File: src/rtl/dispatch_pkg.sv
package dispatch_pkg;

  typedef enum logic [2:0] {
    RSN_USED  = 3'd0,
    RSN_SPEC  = 3'd1,
    RSN_EMPTY = 3'd2,
    RSN_ROB   = 3'd3,
    RSN_IQ    = 3'd4,
    RSN_LSQ   = 3'd5,
    RSN_REN   = 3'd6
  } reason_e;

  localparam int NUM_RSN = 7;
  localparam int NUM_CNT = NUM_RSN + 3;

  // Stall check of one slot in priority order; counts are occupancy already
  // claimed by earlier slots of the same cycle.
  function automatic reason_e slot_check(
    input logic valid, input logic mem, input int slot,
    input int iq_before, input int lsq_before,
    input int rob_free, input int iq_free, input int lsq_free, input int ren_free);
    if (!valid)                           return RSN_EMPTY;
    if (slot >= rob_free)                 return RSN_ROB;
    if (!mem && iq_before >= iq_free)     return RSN_IQ;
    if (mem && lsq_before >= lsq_free)    return RSN_LSQ;
    if (slot >= ren_free)                 return RSN_REN;
    return RSN_USED;
  endfunction

endpackage

File: src/rtl/ds_slot_select.sv
module ds_slot_select
  import dispatch_pkg::*;
#(
  parameter int WIDTH  = 4,
  parameter int FREE_W = 8,
  localparam int CW    = $clog2(WIDTH + 1)
) (
  input  logic [WIDTH-1:0]  q_valid,
  input  logic [WIDTH-1:0]  q_mem,
  input  logic [FREE_W-1:0] rob_free,
  input  logic [FREE_W-1:0] iq_free,
  input  logic [FREE_W-1:0] lsq_free,
  input  logic [FREE_W-1:0] ren_free,
  output logic [WIDTH-1:0]  take,
  output logic [WIDTH-1:0]  to_iq,
  output logic [WIDTH-1:0]  to_lsq,
  output logic [CW-1:0]     n_disp,
  output reason_e           stop_rsn
);

  reason_e slot_rsn [WIDTH];

  always_comb begin : chain
    int   iq_b;
    int   lsq_b;
    int   cnt;
    logic go;
    iq_b     = 0;
    lsq_b    = 0;
    cnt      = 0;
    go       = 1'b1;
    take     = '0;
    to_iq    = '0;
    to_lsq   = '0;
    stop_rsn = RSN_USED;
    for (int i = 0; i < WIDTH; i++) begin
      slot_rsn[i] = slot_check(q_valid[i], q_mem[i], i, iq_b, lsq_b,
                               int'(rob_free), int'(iq_free),
                               int'(lsq_free), int'(ren_free));
      if (go) begin
        if (slot_rsn[i] == RSN_USED) begin
          take[i] = 1'b1;
          cnt     = cnt + 1;
          if (q_mem[i]) begin
            to_lsq[i] = 1'b1;
            lsq_b     = lsq_b + 1;
          end else begin
            to_iq[i] = 1'b1;
            iq_b     = iq_b + 1;
          end
        end else begin
          go       = 1'b0;
          stop_rsn = slot_rsn[i];
        end
      end
    end
    n_disp = CW'(cnt);
  end

endmodule

File: src/rtl/ds_sat_counter.sv
module ds_sat_counter #(
  parameter int CNT_W = 32,
  parameter int INC_W = 3
) (
  input  logic             clk,
  input  logic             rst_n,
  input  logic [INC_W-1:0] inc,
  output logic [CNT_W-1:0] count
);

  function automatic logic [CNT_W-1:0] sat_add(input logic [CNT_W-1:0] a,
                                               input logic [INC_W-1:0] b);
    logic [CNT_W:0] s;
    s = {1'b0, a} + (CNT_W + 1)'(b);
    return s[CNT_W] ? {CNT_W{1'b1}} : s[CNT_W-1:0];
  endfunction

  always_ff @(posedge clk) begin
    if (!rst_n) count <= '0;
    else        count <= sat_add(count, inc);
  end

  // a counter never goes backwards (no wrap)
  p_no_wrap_r9: assert property (@(posedge clk) disable iff (!rst_n)
    count >= $past(count));

  // once saturated it stays saturated
  p_hold_sat_r9: assert property (@(posedge clk) disable iff (!rst_n)
    (&count) |=> (&count));

endmodule

File: src/rtl/dispatch_steer.sv
module dispatch_steer
  import dispatch_pkg::*;
#(
  parameter int WIDTH  = 4,
  parameter int TAG_W  = 8,
  parameter int FREE_W = 8,
  parameter int CNT_W  = 32,
  localparam int CW    = $clog2(WIDTH + 1)
) (
  input  logic                     clk,
  input  logic                     rst_n,
  input  logic [WIDTH-1:0]         q_valid,
  input  logic [WIDTH-1:0]         q_mem,
  input  logic [WIDTH*TAG_W-1:0]   q_tag,
  input  logic                     spec_mode,
  input  logic [FREE_W-1:0]        rob_free,
  input  logic [FREE_W-1:0]        iq_free,
  input  logic [FREE_W-1:0]        lsq_free,
  input  logic [FREE_W-1:0]        ren_free,
  output logic [WIDTH-1:0]         q_take,
  output logic [WIDTH-1:0]         rob_we,
  output logic [WIDTH*TAG_W-1:0]   rob_tag,
  output logic [WIDTH-1:0]         iq_we,
  output logic [WIDTH-1:0]         lsq_we,
  output logic [2:0]               stop_reason,
  output logic [CW-1:0]            stop_slots,
  output logic [NUM_RSN*CNT_W-1:0] stat_cnt,
  output logic [CNT_W-1:0]         rob_wr_cnt,
  output logic [CNT_W-1:0]         iq_wr_cnt,
  output logic [CNT_W-1:0]         lsq_wr_cnt
);

  logic [CW-1:0] n_disp;
  reason_e       stop_rsn;
  logic          stopped;
  logic [CW-1:0] inc_v [NUM_CNT];
  logic [CNT_W-1:0] cnt_v [NUM_CNT];

  ds_slot_select #(.WIDTH(WIDTH), .FREE_W(FREE_W)) u_sel (
    .q_valid  (q_valid),
    .q_mem    (q_mem),
    .rob_free (rob_free),
    .iq_free  (iq_free),
    .lsq_free (lsq_free),
    .ren_free (ren_free),
    .take     (q_take),
    .to_iq    (iq_we),
    .to_lsq   (lsq_we),
    .n_disp   (n_disp),
    .stop_rsn (stop_rsn)
  );

  assign rob_we      = q_take;
  assign stopped     = (stop_rsn != RSN_USED);
  assign stop_reason = stop_rsn;
  assign stop_slots  = stopped ? (CW'(WIDTH) - n_disp) : '0;

  for (genvar s = 0; s < WIDTH; s++) begin : g_tag
    assign rob_tag[s*TAG_W +: TAG_W] = q_take[s] ? q_tag[s*TAG_W +: TAG_W] : '0;
  end

  always_comb begin
    inc_v[RSN_USED] = spec_mode ? '0 : n_disp;
    inc_v[RSN_SPEC] = spec_mode ? n_disp : '0;
    for (int r = 2; r < NUM_RSN; r++)
      inc_v[r] = (stopped && stop_rsn == reason_e'(r)) ? stop_slots : '0;
    inc_v[NUM_RSN]     = n_disp;
    inc_v[NUM_RSN + 1] = CW'($countones(iq_we));
    inc_v[NUM_RSN + 2] = CW'($countones(lsq_we));
  end

  for (genvar c = 0; c < NUM_CNT; c++) begin : g_cnt
    ds_sat_counter #(.CNT_W(CNT_W), .INC_W(CW)) u_cnt (
      .clk   (clk),
      .rst_n (rst_n),
      .inc   (inc_v[c]),
      .count (cnt_v[c])
    );
  end

  for (genvar r = 0; r < NUM_RSN; r++) begin : g_stat
    assign stat_cnt[r*CNT_W +: CNT_W] = cnt_v[r];
  end
  assign rob_wr_cnt = cnt_v[NUM_RSN];
  assign iq_wr_cnt  = cnt_v[NUM_RSN + 1];
  assign lsq_wr_cnt = cnt_v[NUM_RSN + 2];

  // taken slots form a prefix starting at the oldest entry
  p_prefix_r1: assert property (@(posedge clk) disable iff (!rst_n)
    ((q_take + WIDTH'(1)) & q_take) == '0);

  // nothing taken from an empty slot
  p_valid_only_r1: assert property (@(posedge clk) disable iff (!rst_n)
    (q_take & ~q_valid) == '0);

  // capacity of the downstream buffers is never exceeded
  p_capacity_r2: assert property (@(posedge clk) disable iff (!rst_n)
    $countones(rob_we) <= int'(rob_free) && $countones(iq_we) <= int'(iq_free) &&
    $countones(lsq_we) <= int'(lsq_free) && $countones(q_take) <= int'(ren_free));

  // full dispatch reports no stall
  p_full_r3: assert property (@(posedge clk) disable iff (!rst_n)
    (stop_reason == 3'd0) |-> (&q_take) && stop_slots == '0);

  // every taken slot goes to exactly one of the two queues
  p_steer_r5: assert property (@(posedge clk) disable iff (!rst_n)
    (iq_we & lsq_we) == '0 && (iq_we | lsq_we) == rob_we);

  // speculative counter stays still while not speculative
  p_spec_hold_r7: assert property (@(posedge clk) disable iff (!rst_n)
    !spec_mode |=> $stable(cnt_v[RSN_SPEC]));

endmodule

File: config.mk
export PLATFORM = sky130hd
export DESIGN_NAME = dispatch_steer
export DESIGN_NICKNAME = d
export VERILOG_FILES = /design/src/rtl/dispatch_pkg.sv /design/src/rtl/ds_slot_select.sv /design/src/rtl/ds_sat_counter.sv /design/src/rtl/dispatch_steer.sv
export SDC_FILE = /design/constraint.sdc
export NUM_CORES = 1
export LEC_CHECK = 0
export ABC_AREA = 0
export BUFFER_PORTS_ARGS = -buffer_cell sky130_fd_sc_hd__buf_2
export CAP_MARGIN = 10
export CORE_MARGIN = 8
export CORE_UTILIZATION = 48
export DETAILED_ROUTE_END_ITERATION = 6
export PLACE_DENSITY = 0.77
export SETUP_SLACK_MARGIN = 0.5
export SLEW_MARGIN = 20
export SYNTH_ARGS = -nofsm -noshare
export SYNTH_HDL_FRONTEND = slang
export SYNTH_SLANG_ARGS = --single-unit
File: constraint.sdc
create_clock -name clk -period 11.72 [get_ports clk]
set_input_delay 2.344 -clock clk [delete_from_list [all_inputs] [get_ports clk]]
set_output_delay 2.344 -clock clk [all_outputs]
set_load 0.05 [all_outputs]
# --- After elaboration in Yosys (flattened, before gate mapping) ---
# Cells that the tools add are included.
# Widths: inputs -> output; s select.
word_totals:
  register_bits: 320
  input_bits: 75
  out_inout_bits: 374
  wordCells: 254
classes:
  addsub: 24
  order_cmp: 16
  eq_ne: 5
  muxes: 177
  n_reduce_logical: 22
ops:
  columns: ["cell", "n"]
  rows:
  - ["$mux 32", 24]
  - ["$add 32x3->33", 10]
  - ["$ge 32x9->1", 6]
  - ["$mux 3", 60]
  - ["$add 32x2->32 const B", 4]
  - ["$mux 1", 88]
  - ["$ge 1x8->1 const A", 6]
  - ["$ge 2x8->1 const A", 4]
  - ["$mux 8", 4]
  - ["$logic_and 1x1->1", 13]
  - ["$logic_not 3->1", 4]
  - ["$eq 3x3->1 const B", 3]
  - ["$add 1x1->2", 4]
  - ["$add 2x2->3", 2]
  - ["$add 3x2->3 const B", 2]
  - ["$eq 3x2->1 const B", 2]
  - ["$logic_not 1->1", 4]
  - ["$reduce_bool 3->1", 1]
  - ["$sub 3x3->3 const A", 1]
  - ["$add 1x1->2 const B", 1]
  - ["$mux 2", 1]

# --- Longest topological paths before layout ---
logic_depth:
  ltp_word: 84
  ltp_mapped: 44
  mapped_depth_nobuf: 40

# --- Hierarchy ---
# A second synthesis with hierarchy kept.
unflattened:
  cells_unflattened: 2016
  hier_area_um2: 18351.4
modules_own_cells:
  columns: ["module", "n_inst", "cells_per_inst", "area_per_inst_um2", "seq_area_each_um2"]
  rows:
  - ["ds_sat_counter", 10, 178, 1674.1, 640.6]
  - ["ds_slot_select", 1, 149, 1036.0, 0.0]
  - ["dispatch_steer", 1, 87, 574.3, 0.0]

# --- Worst setup path after synthesis ---
# OpenSTA, ideal clock, no wires.
synth_timing:
  path_kind: "input to output"
  from: "input ren_free[7]"
  to: "output stop_slots[1]"
  t_arrival_ps: 10560
  required_ps: 9376
  path_slack_ps: -1184
  path_stages: 30
  path_buffers: 3
  path_cell_list: "or4_1 or3_4 o2111ai_4 inv_1 clkbuf_1 nand2_1 ha_1 o2111a_1 nor3_1 nand3_1 inv_1 clkbuf_1 and2_1 ha_1 a21oi_1 nand4b_1 nand3_1 nor3_1 and2_1 ha_1 a21o_1 a31oi_1 o2bb2ai_1 o31a_1 or2_2 buf_2 nand2_1 o21ai_0 ha_1 and2_1"
synth_between:
  word_cells_on_any_way: 134
  cone_classes: "8 x add/sub; 10 x order compare; 105 x mux; 11 x reduce/logical"
synth_rtl:
  columns: ["element", "line", "text"]
  rows:
  - ["start, declared", "dispatch_steer.sv:19", "input logic [FREE_W-1:0] ren_free,"]
  - ["$ge 1x8->1 (*)", "dispatch_pkg.sv:26", "if (slot >= ren_free) return RSN_REN;"]
  - ["$mux 1 (2 in series)", "dispatch_pkg.sv:26", null]
  - ["$mux 1", "dispatch_pkg.sv:25", "if (mem && lsq_before >= lsq_free) return RSN_LSQ;"]
  - ["$mux 1", "dispatch_pkg.sv:24", "if (!mem && iq_before >= iq_free) return RSN_IQ;"]
  - ["$mux 1", "dispatch_pkg.sv:23", "if (slot >= rob_free) return RSN_ROB;"]
  - ["$mux 3 (*)", "dispatch_pkg.sv:27", "return RSN_USED;"]
  - ["$mux 3 (*)", "dispatch_pkg.sv:26", null]
  - ["$mux 3 (*)", "dispatch_pkg.sv:25", null]
  - ["[4 not listed]", null, null]
  - ["named net q_take[0]", "dispatch_steer.sv:20", "output logic [WIDTH-1:0] q_take,"]
  - ["[1 not listed]", null, null]
  - ["named net q_take[1]", "dispatch_steer.sv:20", null]
  - ["[8 not listed]", null, null]
  - ["$mux 3", "dispatch_pkg.sv:25", null]
  - ["$mux 3", "dispatch_pkg.sv:24", null]
  - ["$mux 3", "dispatch_pkg.sv:23", null]
  - ["$logic_not 3->1", "ds_slot_select.sv:41", "if (slot_rsn[i] == RSN_USED) begin"]
  - ["$mux 3", "ds_slot_select.sv:41", null]
  - ["$mux 3", "ds_slot_select.sv:40", "if (go) begin"]
  - ["$sub 3x3->3 or $reduce_bool 3->1 (tied branches)", "dispatch_steer.sv:56, dispatch_steer.sv:54", null]
  - ["$mux 3 (*)", "dispatch_steer.sv:56", "assign stop_slots = stopped ? (CW'(WIDTH) - n_disp) : '0;"]
  - ["end, declared", "dispatch_steer.sv:26", "output logic [CW-1:0] stop_slots,"]
# Mark *: on every way through the listed nets, which the timed path passes. The rest lies on a longest branch. The select of a mux whose other input is x is not followed.

# --- Final worst setup path ---
layout_timing:
  from: "input iq_free[2]"
  to: "output stop_slots[1]"
layout_between:
  elab_chain_len: 53
  word_cells_on_any_way: 117
  cone_classes: "8 x add/sub; 7 x order compare; 90 x mux; 12 x reduce/logical"
layout_rtl:
  columns: ["element", "line", "text"]
  rows:
  - ["start, declared", "dispatch_steer.sv:17", "input logic [FREE_W-1:0] iq_free,"]
  - ["$ge 1x8->1", "dispatch_pkg.sv:24", null]
  - ["$logic_and 1x1->1", "dispatch_pkg.sv:24", null]
  - ["$mux 3", "dispatch_pkg.sv:24", null]
  - ["$mux 3", "dispatch_pkg.sv:25", null]
  - ["$mux 3", "dispatch_pkg.sv:26", null]
  - ["$mux 3", "dispatch_pkg.sv:27", null]
  - ["$mux 3", "dispatch_pkg.sv:26", null]
  - ["$mux 3", "dispatch_pkg.sv:25", null]
  - ["[37 not listed]", null, null]
  - ["$mux 3", "dispatch_pkg.sv:25", null]
  - ["$mux 3", "dispatch_pkg.sv:24", null]
  - ["$mux 3", "dispatch_pkg.sv:23", null]
  - ["$logic_not 3->1", "ds_slot_select.sv:41", null]
  - ["$mux 3", "ds_slot_select.sv:41", null]
  - ["$mux 3", "ds_slot_select.sv:40", null]
  - ["$sub 3x3->3 or $reduce_bool 3->1 (tied branches)", "dispatch_steer.sv:56, dispatch_steer.sv:54", null]
  - ["$mux 3 (*)", "dispatch_steer.sv:56", null]
# Mark *: on every way between the ends. The rest lies on a longest branch, timed or not. The select of a mux whose other input is x is not followed.

==> impl_metrics.csv <==
group,metric,value,unit
status,status,"complete, no violations",
drt,drc,0,
worst_hold_path,hold_end,"g_cnt[3].u_cnt.count[27]$_SDFF_PN0_",
global_route,grt_pass1_vias,14800,
logic_synthesis,ys.flop_type,"dfxtp_1",
drt,vias,15600,
logic_synthesis,synth_cells,1861,
floorplan,die_x,199,microns
cells_and_area,regArea,0.00641,sq mm
global_route,busiest_layer,"met2",
worst_hold_path,hp-class,"flop to flop",
placed_design,hpwl,38700,microns
logic_synthesis,synthSimpleGateAreaFrac,22.7,%
setup_path,cp.arrival,8.64,ns
cells_and_area,final_common_cell,"buf_2",
sta,timing.fmax,91.1,MHz
worst_hold_path,hold_path.startpoint,"g_cnt[3].u_cnt.count[27]$_SDFF_PN0_",
sta,final_hold_viol_count,0,
cells_and_area,multi_input_area,0.00918,sq mm
floorplan,die_area,0.0395,sq mm
flow_run,drv_cap,0,
sta,rsz0062_at_grt,"false",
drt,finalWirelength,51300,microns
logic_synthesis,synth-seq-area-share,39.9,%
setup_path,cp_data_required_time,9.38,ns
clocking,cts_root_buf,"clkbuf_16",
cells_and_area,final_cell_mix,"buf_2 (446), dfxtp_1 (320), a21oi_1 (297)",
sta,period_minus_slack,10.98,ns
logic_synthesis,synth_fp_nets,1994,
logic_synthesis,yosys-top-cells-area,"dfxtp_1 (40%), a21oi_1 (9.3%), xor2_1 (7.9%)",
placed_design,dpl-instance-area,0.0188,sq mm
pwr,p_leak,9.12,nW
clocking,tritoncts,"built",
pwr,p_per_area,119,mW/mm^2
drt,first_pass_iters,5,
cells_and_area,reg_top3,"g_cnt.u_cnt.count: 320 flops",
global_route,track_usage,24.3,%
setup_path,worst_path_most_repeated_cell,"ha_1",
drt,drt_iter0_drc,697,
logic_synthesis,synthAdderAreaFrac,5.18,%
clocking,cts_hold_buf,0,
pwr,total_power,2.40,mW
setup_path,cp_max_fo,5,
clocking,clk_pin_slew_worst_paths,0.05,ns
logic_synthesis,synth_compound_area_share,14.6,%
cells_and_area,nets,2438,
setup_path,startpoint_type,"input port",
cells_and_area,largest_register_ffs,320,
cells_and_area,area_growth,25.2,%
placed_design,io_buffers,448,
logic_synthesis,syn_avg_cell_area,8.62,sq um
global_route,met3_usage,5.85,%
setup_path,crit_path_end_kind,"primary output",
logic_synthesis,async_flop_share,0,%
clocking,cts_buffer_depth,3,
sta,finalMaxSlewViolations,0,
clocking,clock-sinks,320,
pwr,ir_drop,0.0989,mV
floorplan,initial_core_util,48.3,%
global_route,grt_max_degree,124,
sta,final-setup-viol-count,0,
global_route,grtUsageMet1,29.1,%
setup_path,reg2reg_depth,11,
floorplan,num_rows,67,
logic_synthesis,ys_warn_count,0,
floorplan,pin_count,449,
global_route,grt_first_pass_wirelength,79500,microns
cells_and_area,regMostFlops,"g_cnt.u_cnt.count",
sta,clock_skew,0.0115,ns
global_route,antenna_found_initial,2,
setup_path,cpPeakStageDelay,0.57,ns
sta,slew_headroom,32.5,%
logic_synthesis,ys_ff_latch,320,
cells_and_area,final_area,0.0201,sq mm
drt,final_antenna_net_count,0,
logic_synthesis,synth_mux_area_share,0.624,%
setup_path,critPathKind,"input port to primary output",
logic_synthesis,synth_top_area_share,39.9,%
logic_synthesis,synth_top_cell_by_area,"dfxtp_1",
sta,whs,0.515,ns
floorplan,die_h,199,microns
sta,post-route-period-util,93.7,%
drt,wl_per_cell,18.5,microns
setup_path,rrSetupSlack,8.58,ns
setup_path,slowest_stage,"or4_4",
setup_path,r2r_start,"g_cnt[9].u_cnt.count[0]$_SDFF_PN0_",
logic_synthesis,syn_area,0.0160,sq mm
logic_synthesis,synth_edf_count,0,
clocking,htree_levels,2,
cells_and_area,nFillCells,2904,
drt,viasPerCell,5.62,
global_route,gr-total-overflow,0,
clocking,clock_latency,0.51,ns
logic_synthesis,ys_types,71,
floorplan,coreArea,0.0332,sq mm
cells_and_area,drive_above_1_share,25.4,%
worst_hold_path,whs_path_depth,1,
logic_synthesis,synth-xor-area-share,13.3,%
sta,worst_pin_slew,1.01,ns
cells_and_area,final_core_util,60.5,%
logic_synthesis,synth_top_family_by_area,"simple AND/OR/NAND/NOR gates",
placed_design,finalWeightedCongestion,0.902,
clocking,cts_buffers,35,
setup_path,r2r_end,"g_cnt[9].u_cnt.count[15]$_SDFF_PN0_",
global_route,use_met2,42.4,%
through the flow:
step | instances | setup TNS (ns) | setup slack, ns
final | 2776 | 0 | 0.739
after global routing | 2774 | 0 | 0.466
after CTS | 2769 | 0 | 0.466
after detailed placement | 2710 | -5.90 | -0.266
after global placement | 2710 | -0.00666 | -0.00666
after floorplan | 1861 | 0 | 0.535
Yosys cell counts, types with 10 or more instances:
| master | instances |
|---|---|
| and4_1 | 28 |
| or2_2 | 14 |
| a31oi_1 | 12 |
| nand3_1 | 97 |
| inv_1 | 62 |
| nand4_1 | 62 |
| nor2_1 | 97 |
| a21o_1 | 21 |
| nor4_1 | 14 |
| clkbuf_1 | 70 |
| and2_1 | 34 |
| a21oi_1 | 297 |
| xnor2_1 | 100 |
| o21ai_0 | 16 |
| nor3_1 | 56 |
| nor2b_1 | 14 |
| ha_1 | 44 |
| fa_1 | 14 |
| nand2_1 | 131 |
| mux2i_1 | 10 |
| o211a_1 | 10 |
| dfxtp_1 | 320 |
| xor2_1 | 144 |
| and3_1 | 87 |
how the worst max path moves through the flow:
stage / startpoint / to / slack (ns) / cells after the start
6_report: iq_free[2] / stop_slots[1] / 0.74 / 32
5_1_grt: iq_free[2] / stop_slots[1] / 0.47 / 32
4_1_cts: ren_free[7] / stop_slots[1] / 0.47 / 32
3_5_place_dp: ren_free[7] / g_cnt[5].u_cnt.count[31]$_SDFF_PN0_ / -0.27 / 40
3_3_place_gp: ren_free[7] / g_cnt[5].u_cnt.count[31]$_SDFF_PN0_ / -0.007 / 40
2_1_floorplan: ren_free[7] / stop_slots[1] / 0.53 / 31
per-layer routing:
| metal | vias up | share of wire, % |
|---|---|---|
| li1 | 7493 | - |
| met4 | 2 | 3.2 |
| met5 | - | 0.031 |
| met2 | 505 | 48 |
| met3 | 106 | 7.6 |
| met1 | 7488 | 41 |
report_power, final:
part	internal, mW	switching (mW)
clock network	0.652	0.445
logic	0.0555	0.140
registers	1.10	0.00784
layout make-up:
cell class	instances	area share, %
Multi-Input combinational cell	1396	45.7
Antenna cell	3	0.0374
Tap cell	448	2.79
Timing Repair Buffer	487	12.6
Clock inverter	6	0.367
Clock buffer	51	5.31
Sequential cell	320	31.9
Inverter	65	1.25
worst max-delay path, delay by kind of cell:
| family | cells | cell delay (ns) |
|---|---|---|
| adders and majority gates | 4 | 0.96 |
| buffers and inverters | 4 | 0.44 |
| xor gates and xnor gates | 1 | 0.09 |
| and+or+nand+nor | 14 | 3.12 |
| AOI/OAI and AO/OA | 9 | 1.70 |
logic make-up (layout without fill, tap and decap cells):
logic type               count (synthesis)  count (layout)
adder cells (fa/ha/maj)                 58              58
AND/OR/NAND/NOR                        677             677
AO/OA/AOI/OAI                          407             407
buffers and inverters                  145             609
XOR/XNOR                               244             244
multiplexers                            10              10
other                                    0               3
flip-flops                             320             320
what timing repair did:
item	in CTS	in global routing
gates cloned	0	0
hold endpoints to repair	0	0
resized for setup	9	9
endpoints found under the setup margin	100	138
pin swaps	2	5
buffers inserted	2	4
Power figures use the tool's default switching activity.
